File: src/rtl/sync_gen_pkg.sv
package sync_gen_pkg;

    // Mode controls gathered in one place
    typedef struct packed {
        logic lock;      // follow external sync
        logic in_comp;   // external horizontal input carries composite sync
        logic out_comp;  // horizontal output carries composite sync
    } sync_mode_t;

    // Events produced by the input stage for the timing core
    typedef struct packed {
        logic line_start;   // synchronized falling edge on horizontal input
        logic field_start;  // vertical start, separate or recovered
    } sync_evt_t;

endpackage

File: src/rtl/sync_in_stage.sv
module sync_in_stage
    import sync_gen_pkg::*;
#(
    parameter int LINE_DOTS   = 858,
    parameter int SYNC_STAGES = 2
) (
    input  logic      clk,
    input  logic      rst_n,
    input  logic      in_comp,
    input  logic      ext_hs_n,
    input  logic      ext_vs_n,
    output sync_evt_t evt
);
    localparam int HALF = LINE_DOTS / 2;
    localparam int LW   = $clog2(HALF + 1);
    localparam int SW   = SYNC_STAGES + 1;

    typedef struct packed {
        logic [SW-1:0] hs_sh;
        logic [SW-1:0] vs_sh;
        logic [LW-1:0] lo_cnt;
    } in_state_t;

    in_state_t st_d, st_q;
    logic      h_fall, v_fall, v_det, hs_now;

    always_comb begin
        st_d       = st_q;
        st_d.hs_sh = {st_q.hs_sh[SW-2:0], ext_hs_n};
        st_d.vs_sh = {st_q.vs_sh[SW-2:0], ext_vs_n};

        hs_now = st_q.hs_sh[SW-2];
        h_fall = st_q.hs_sh[SW-1] & ~hs_now;
        v_fall = st_q.vs_sh[SW-1] & ~st_q.vs_sh[SW-2];

        // low-duration counter saturates at HALF so detection fires once
        if (hs_now) begin
            st_d.lo_cnt = '0;
        end else if (st_q.lo_cnt != LW'(HALF)) begin
            st_d.lo_cnt = st_q.lo_cnt + 1'b1;
        end
        v_det = ~hs_now && (st_q.lo_cnt == LW'(HALF - 1));

        evt.line_start  = h_fall;
        evt.field_start = in_comp ? v_det : v_fall;
    end

    always_ff @(posedge clk or negedge rst_n) begin
        if (!rst_n) begin
            st_q.hs_sh  <= '1;
            st_q.vs_sh  <= '1;
            st_q.lo_cnt <= '0;
        end else begin
            st_q <= st_d;
        end
    end

endmodule

File: src/rtl/sync_timing_core.sv
module sync_timing_core
    import sync_gen_pkg::*;
#(
    parameter int LINE_DOTS   = 858,
    parameter int FIELD_LINES = 525,
    localparam int HW = $clog2(LINE_DOTS),
    localparam int VW = $clog2(FIELD_LINES)
) (
    input  logic          clk,
    input  logic          rst_n,
    input  logic          lock,
    input  sync_evt_t     evt,
    output logic [HW-1:0] h_cnt,
    output logic [VW-1:0] v_cnt
);
    typedef struct packed {
        logic [HW-1:0] h;
        logic [VW-1:0] v;
    } cnt_state_t;

    cnt_state_t st_d, st_q;
    logic       h_last;
    logic [VW-1:0] v_inc;

    always_comb begin
        st_d   = st_q;
        h_last = (st_q.h == HW'(LINE_DOTS - 1));
        v_inc  = (st_q.v == VW'(FIELD_LINES - 1)) ? '0 : st_q.v + 1'b1;

        if (lock && evt.line_start) begin
            st_d.h = '0;
        end else begin
            st_d.h = h_last ? '0 : st_q.h + 1'b1;
        end

        if (!lock) begin
            if (h_last) begin
                st_d.v = v_inc;
            end
        end else if (evt.field_start) begin
            st_d.v = '0;
        end else if (evt.line_start) begin
            st_d.v = v_inc;
        end
    end

    always_ff @(posedge clk or negedge rst_n) begin
        if (!rst_n) begin
            st_q <= '0;
        end else begin
            st_q <= st_d;
        end
    end

    assign h_cnt = st_q.h;
    assign v_cnt = st_q.v;

endmodule

File: src/rtl/sync_out_mux.sv
module sync_out_mux #(
    parameter int HSYNC_W      = 64,
    parameter int VSYNC_LINES  = 3,
    parameter int VBLANK_LINES = 9,
    parameter int HW           = 10,
    parameter int VW           = 10
) (
    input  logic [HW-1:0] h_cnt,
    input  logic [VW-1:0] v_cnt,
    input  logic          out_comp,
    output logic          hsync_n,
    output logic          vsync_n,
    output logic          vblank_n
);
    logic hs_n, vs_n;

    always_comb begin
        hs_n     = !(h_cnt < HW'(HSYNC_W));
        vs_n     = !(v_cnt < VW'(VSYNC_LINES));
        vblank_n = !(v_cnt < VW'(VBLANK_LINES));
        if (out_comp) begin
            hsync_n = ~(hs_n ^ vs_n);
            vsync_n = 1'b1;
        end else begin
            hsync_n = hs_n;
            vsync_n = vs_n;
        end
    end

endmodule

File: src/rtl/sync_gen_top.sv
module sync_gen_top
    import sync_gen_pkg::*;
#(
    parameter int LINE_DOTS    = 858,
    parameter int HSYNC_W      = 64,
    parameter int FIELD_LINES  = 525,
    parameter int VSYNC_LINES  = 3,
    parameter int VBLANK_LINES = 9
) (
    input  logic clk,
    input  logic rst_n,
    input  logic ext_lock,
    input  logic in_comp,
    input  logic out_comp,
    input  logic ext_hs_n,
    input  logic ext_vs_n,
    output logic hsync_n,
    output logic vsync_n,
    output logic vblank_n
);
    localparam int HW = $clog2(LINE_DOTS);
    localparam int VW = $clog2(FIELD_LINES);

    sync_mode_t    mode;
    sync_evt_t     evt;
    logic [HW-1:0] h_cnt;
    logic [VW-1:0] v_cnt;
    logic          line_start;

    assign mode       = '{lock: ext_lock, in_comp: in_comp, out_comp: out_comp};
    assign line_start = evt.line_start;

    sync_in_stage #(
        .LINE_DOTS  (LINE_DOTS),
        .SYNC_STAGES(2)
    ) u_in (
        .clk     (clk),
        .rst_n   (rst_n),
        .in_comp (mode.in_comp),
        .ext_hs_n(ext_hs_n),
        .ext_vs_n(ext_vs_n),
        .evt     (evt)
    );

    sync_timing_core #(
        .LINE_DOTS  (LINE_DOTS),
        .FIELD_LINES(FIELD_LINES)
    ) u_core (
        .clk  (clk),
        .rst_n(rst_n),
        .lock (mode.lock),
        .evt  (evt),
        .h_cnt(h_cnt),
        .v_cnt(v_cnt)
    );

    sync_out_mux #(
        .HSYNC_W     (HSYNC_W),
        .VSYNC_LINES (VSYNC_LINES),
        .VBLANK_LINES(VBLANK_LINES),
        .HW          (HW),
        .VW          (VW)
    ) u_out (
        .h_cnt   (h_cnt),
        .v_cnt   (v_cnt),
        .out_comp(mode.out_comp),
        .hsync_n (hsync_n),
        .vsync_n (vsync_n),
        .vblank_n(vblank_n)
    );

endmodule

File: config.mk
export PLATFORM = sky130hd
export DESIGN_NAME = sync_gen_top
export DESIGN_NICKNAME = d
export VERILOG_FILES = /design/src/rtl/sync_gen_pkg.sv /design/src/rtl/sync_in_stage.sv /design/src/rtl/sync_timing_core.sv /design/src/rtl/sync_out_mux.sv /design/src/rtl/sync_gen_top.sv
export SDC_FILE = /design/constraint.sdc
export NUM_CORES = 1
export LEC_CHECK = 0
export ABC_AREA = 1
export BUFFER_PORTS_ARGS = -buffer_cell sky130_fd_sc_hd__buf_2
export CORE_ASPECT_RATIO = 0.9
export CORE_UTILIZATION = 45
export DETAILED_ROUTE_END_ITERATION = 6
export PLACE_DENSITY = 0.66
export SYNTH_ARGS = -nofsm -noshare
export SYNTH_HDL_FRONTEND = slang
export SYNTH_SLANG_ARGS = --single-unit
File: constraint.sdc
create_clock -name clk -period 1.8 [get_ports clk]
set_input_delay 0.18 -clock clk [delete_from_list [all_inputs] [get_ports clk]]
set_output_delay 0.18 -clock clk [all_outputs]
set_load 0.01 [all_outputs]
==> impl_table.tex <==
\begin{tabular}{lr}
\hline
Metric & Value \\
\hline
\multicolumn{2}{l}{\textbf{Setup path}} \\
Maximum fanout along the worst path & 2 \\
Most common cell on crit path & nor2\_2 \\
Family of cells with the greatest summed delay on the critical path & simple AND/OR/NAND/NOR gates \\
Cell-by-cell trace of the critical path & nor2\_2, nand2\_1, nor2\_2, nand3\_2, nor2\_2, nand2\_1, xor2\_1, buf\_2 \\
Start-to-end type of the worst setup path & reg -> out \\
Arrival time at the worst endpoint & 1.60 ns \\
Data required time of the worst path & 1.62 ns \\
Bufs and invs on worst path & 1 \\
Crit start category & flop \\
Slowest stage delay, CP & 0.39 ns \\
Standard cell with the maximum stage delay on the critical path & dfrtp\_1 \\
CP endpoint kind & output pin \\
\multicolumn{2}{l}{\textbf{Timing}} \\
Minimum clock period after layout & 1.78 ns \\
Number of setup violations in the final report & 0 \\
Tightest Pin Transition & 0.746 ns \\
Pins over their slew limit & 0 \\
Period utilisation layout & 0.989 \\
Setup repair after global routing missed its margin & yes \\
Worst slew margin relative to its limit & 0.503 \\
Clock tree skew after final layout & 0.00137 ns \\
Final count of hold timing violations & 0 \\
Final hold slack & 0.279 ns \\
Highest clock frequency the design can meet & 0.562 GHz \\
\multicolumn{2}{l}{\textbf{Floorplan}} \\
Chip width & 71.6 um \\
Io pins & 10 \\
Initial cell density of the core & 0.475 \\
Die Ht & 64.6 um \\
Total Die Area & 0.00463 mm2 \\
Number of placement rows & 22 \\
Area of the core & 0.00413 mm2 \\
\multicolumn{2}{l}{\textbf{Global route}} \\
Vias in the first global route & 1,493 \\
Wire length of the first global-routing pass & 6560 um \\
Aggregate global routing overflow & 0 \\
Global-route total usage across every layer & 0.182 \\
Maximum number of pins on one net before global-route repair & 36 \\
Initial antenna violation count & 0 \\
\multicolumn{2}{l}{\textbf{Detailed routing}} \\
Count of TritonRoute iterations in the first routing pass & 4 \\
Number of DRC markers in iteration 0 & 110 \\
Total wire length & 3740 um \\
Via count normalized by instance count & 5.15 \\
Antenna-violating nets left & 0 \\
Routed len/inst & 11.8 um \\
Remaining routing DRC violations & 0 \\
Vias & 1,638 \\
\multicolumn{2}{l}{\textbf{Final layout}} \\
Net total in the final layout & 284 \\
Most used cells in the layout excluding fill and tap cells & nand2\_1, dfrtp\_1, inv\_1, nor2\_1 \\
Layout cell share with drive strength beyond 1 & 0.170 \\
Area grow syn2layout & 16.6\% \\
Number of filler cells placed in the layout & 404 \\
Non-filler instance count after layout & 318 \\
Commonest non-fill, non-tap cell in the layout & nand2\_1 \\
Diode insertion count for antenna repair & 0 \\
\multicolumn{2}{l}{\textbf{Yosys}} \\
Mapped Cells & 246 \\
Number of synthesis warnings & 0 \\
Cell area after synthesis & 0.00196 mm2 \\
Number of synthesized register bits & 35 \\
Net count of the mapped netlist & 261 \\
Distinct cells, synth & 32 \\
Part of the Yosys area used for sequential elements & 0.451 \\
Avg Cell Area, Syn & 7.97 um2 \\
\multicolumn{2}{l}{\textbf{Power and ir drop}} \\
Maximum vdd drop & 0.649 mV \\
Pwr Density & 1110 mW/mm2 \\
Reported leakage power & 1.13 nW \\
\multicolumn{2}{l}{\textbf{Flow run}} \\
Maximum Capacitance Violations & 0 \\
\multicolumn{2}{l}{\textbf{Placed design}} \\
Buffers added on ports & 9 \\
Global placement routability congestion & 0.780 \\
HPWL reported at the end of detailed placement & 2580 um \\
Cells after DPL & 302 \\
\multicolumn{2}{l}{\textbf{CTS}} \\
Clock buffer count from CTS & 5 \\
CTS HTree Levels & 2 \\
Clock input transition at the sequential cells of the worst setup and hold paths & 0.07 ns \\
Latest clock arrival within the worst-skew pair & 0.28 ns \\
Clock Sinks & 35 \\
Clock tree from TritonCTS & done \\
Maximum root-to-sink buffer count & 2 \\
Library cell used as clock root buffer & clkbuf\_8 \\
\multicolumn{2}{l}{\textbf{Hold path}} \\
Hold Path Class & in -> reg \\
\multicolumn{2}{l}{\textbf{Outcome}} \\
Outcome & finished clean \\
\hline
\end{tabular}
==> state kept, by name (all words and copies together) (netlist names) <==
| name | count |
|---|---|
| u_in.st_q | 11 |
| u_core.h_cnt | 10 |
| u_core.v_cnt | 10 |
| u_in.st_d | 3 |
| u_in.hs_now | 1 |
==> worst reg2reg max path: cells and delay by family, from the launching register on <==
family	cells	cell delay [ns]
adders and majority gates	1	0.18
DFF	1	0.41
and+or+nand+nor	7	0.57
buffers and inverters	3	0.35
AOI/OAI and AO/OA	1	0.08
==> layer usage <==
layer / share of wire / global-route usage / up-vias / routed length, um
met5: 0 / 0 / - / 0
li1: - / - / 846 / -
met4: 0.0080 / 0.0515 / 0 / 30
met3: 0.037 / 0.0467 / 4 / 140
met2: 0.46 / 0.290 / 26 / 1710
met1: 0.50 / 0.247 / 762 / 1860
==> power by group <==
| part | switching [mW] | total, mW | internal (mW) | leakage (nW) |
|---|---|---|---|---|
| Combinational | 0.348 | 0.619 | 0.272 | 0.618 |
| Clock | 0.286 | 0.838 | 0.552 | 0.0644 |
| Sequential | 0.172 | 1.09 | 0.914 | 0.450 |
| Total | 0.806 | 2.54 | 1.74 | 1.13 |
==> through the flow <==
stage          worst slack [ns]  area [um2]  total power [mW]  TNS (ns)   util
3_5_place_dp             0.0352        2060              1.66         0  0.499
6_report                 0.0203        2290              2.54         0  0.554
4_1_cts                 0.00324        2230              2.53         0  0.541
2_1_floorplan             0.321        1960              1.49         0      -
5_1_grt                 -0.0976        2290              2.73    -0.170  0.554
3_3_place_gp              0.107        2060              1.66         0  0.499
==> logic make-up (layout without fill, tap and decap cells) <==
group	after synthesis	in the layout	synth area share
AND/OR/NAND/NOR	129	129	0.299
flip-flops	35	35	0.451
adder cells (fa/ha/maj)	8	8	0.0511
buffers and inverters	31	55	0.0651
XOR/XNOR	10	10	0.0447
AO/OA/AOI/OAI	33	33	0.0900
==> worst paths after layout <==
check / startpoint / to / slack (ns) / cells past startpoint
worst max-delay path: u_core.v_cnt[7] / hsync_n / 0.02 / 8
worst max register to register: u_in.st_q[0] / u_core.v_cnt[5] / 0.11 / 12
worst min-delay path: ext_lock / u_core.v_cnt[3] / 0.28 / 4
worst min register to register: u_in.st_d[10] / u_in.st_d[11] / 0.36 / 0
max in group asynchronous: rst_n / u_core.h_cnt[6] / 0.83 / 2
min in group asynchronous: rst_n / u_in.st_q[3] / 0.49 / 2
==> synthesized netlist by cell type (all sizes together) <==
| cell | n | area, um2 |
|---|---|---|
| xnor2 | 1 | 8.76 |
| nand2 | 59 | 224 |
| nand4 | 6 | 37.5 |
| nand3 | 18 | 95.1 |
| nor3b | 2 | 15.0 |
| or2 | 2 | 12.5 |
| buf | 4 | 26.3 |
| ha | 8 | 100 |
| nand3b | 1 | 20.0 |
| and3 | 2 | 12.5 |
| nor4 | 1 | 6.26 |
| o21ai | 12 | 60.1 |
| inv | 26 | 97.6 |
| o21a | 1 | 7.51 |
| a21oi | 16 | 80.1 |
| dfrtp | 29 | 726 |
| o211ai | 1 | 7.51 |
| a211oi | 1 | 7.51 |
| xor2 | 9 | 78.8 |
| clkinv | 1 | 3.75 |
| nor2 | 30 | 118 |
| a31oi | 1 | 6.26 |
| o21bai | 1 | 7.51 |
| dfstp | 6 | 158 |
| nor3 | 8 | 45.0 |
==> repair_timing <==
action / in CTS / in global routing
endpoints found under the hold margin: 31 / 0
resized for setup: 2 / 4
endpoints found under the setup margin: 1 / 7
pin swaps: 0 / 4
setup buffers: 0 / 5
hold buffers: 3 / 0
==> cell type report <==
type,instances,area [um2],area share
Clock inverter,3,67.6,0.0296
Sequential cell,35,883,0.386
Clock buffer,5,68.8,0.0301
Inverter,27,101,0.0443
Timing Repair Buffer,20,135,0.0591
Tap cell,48,60.1,0.0263
Multi-Input combinational cell,180,970,0.424
No activity file was read; power rests on OpenSTA's default activity.
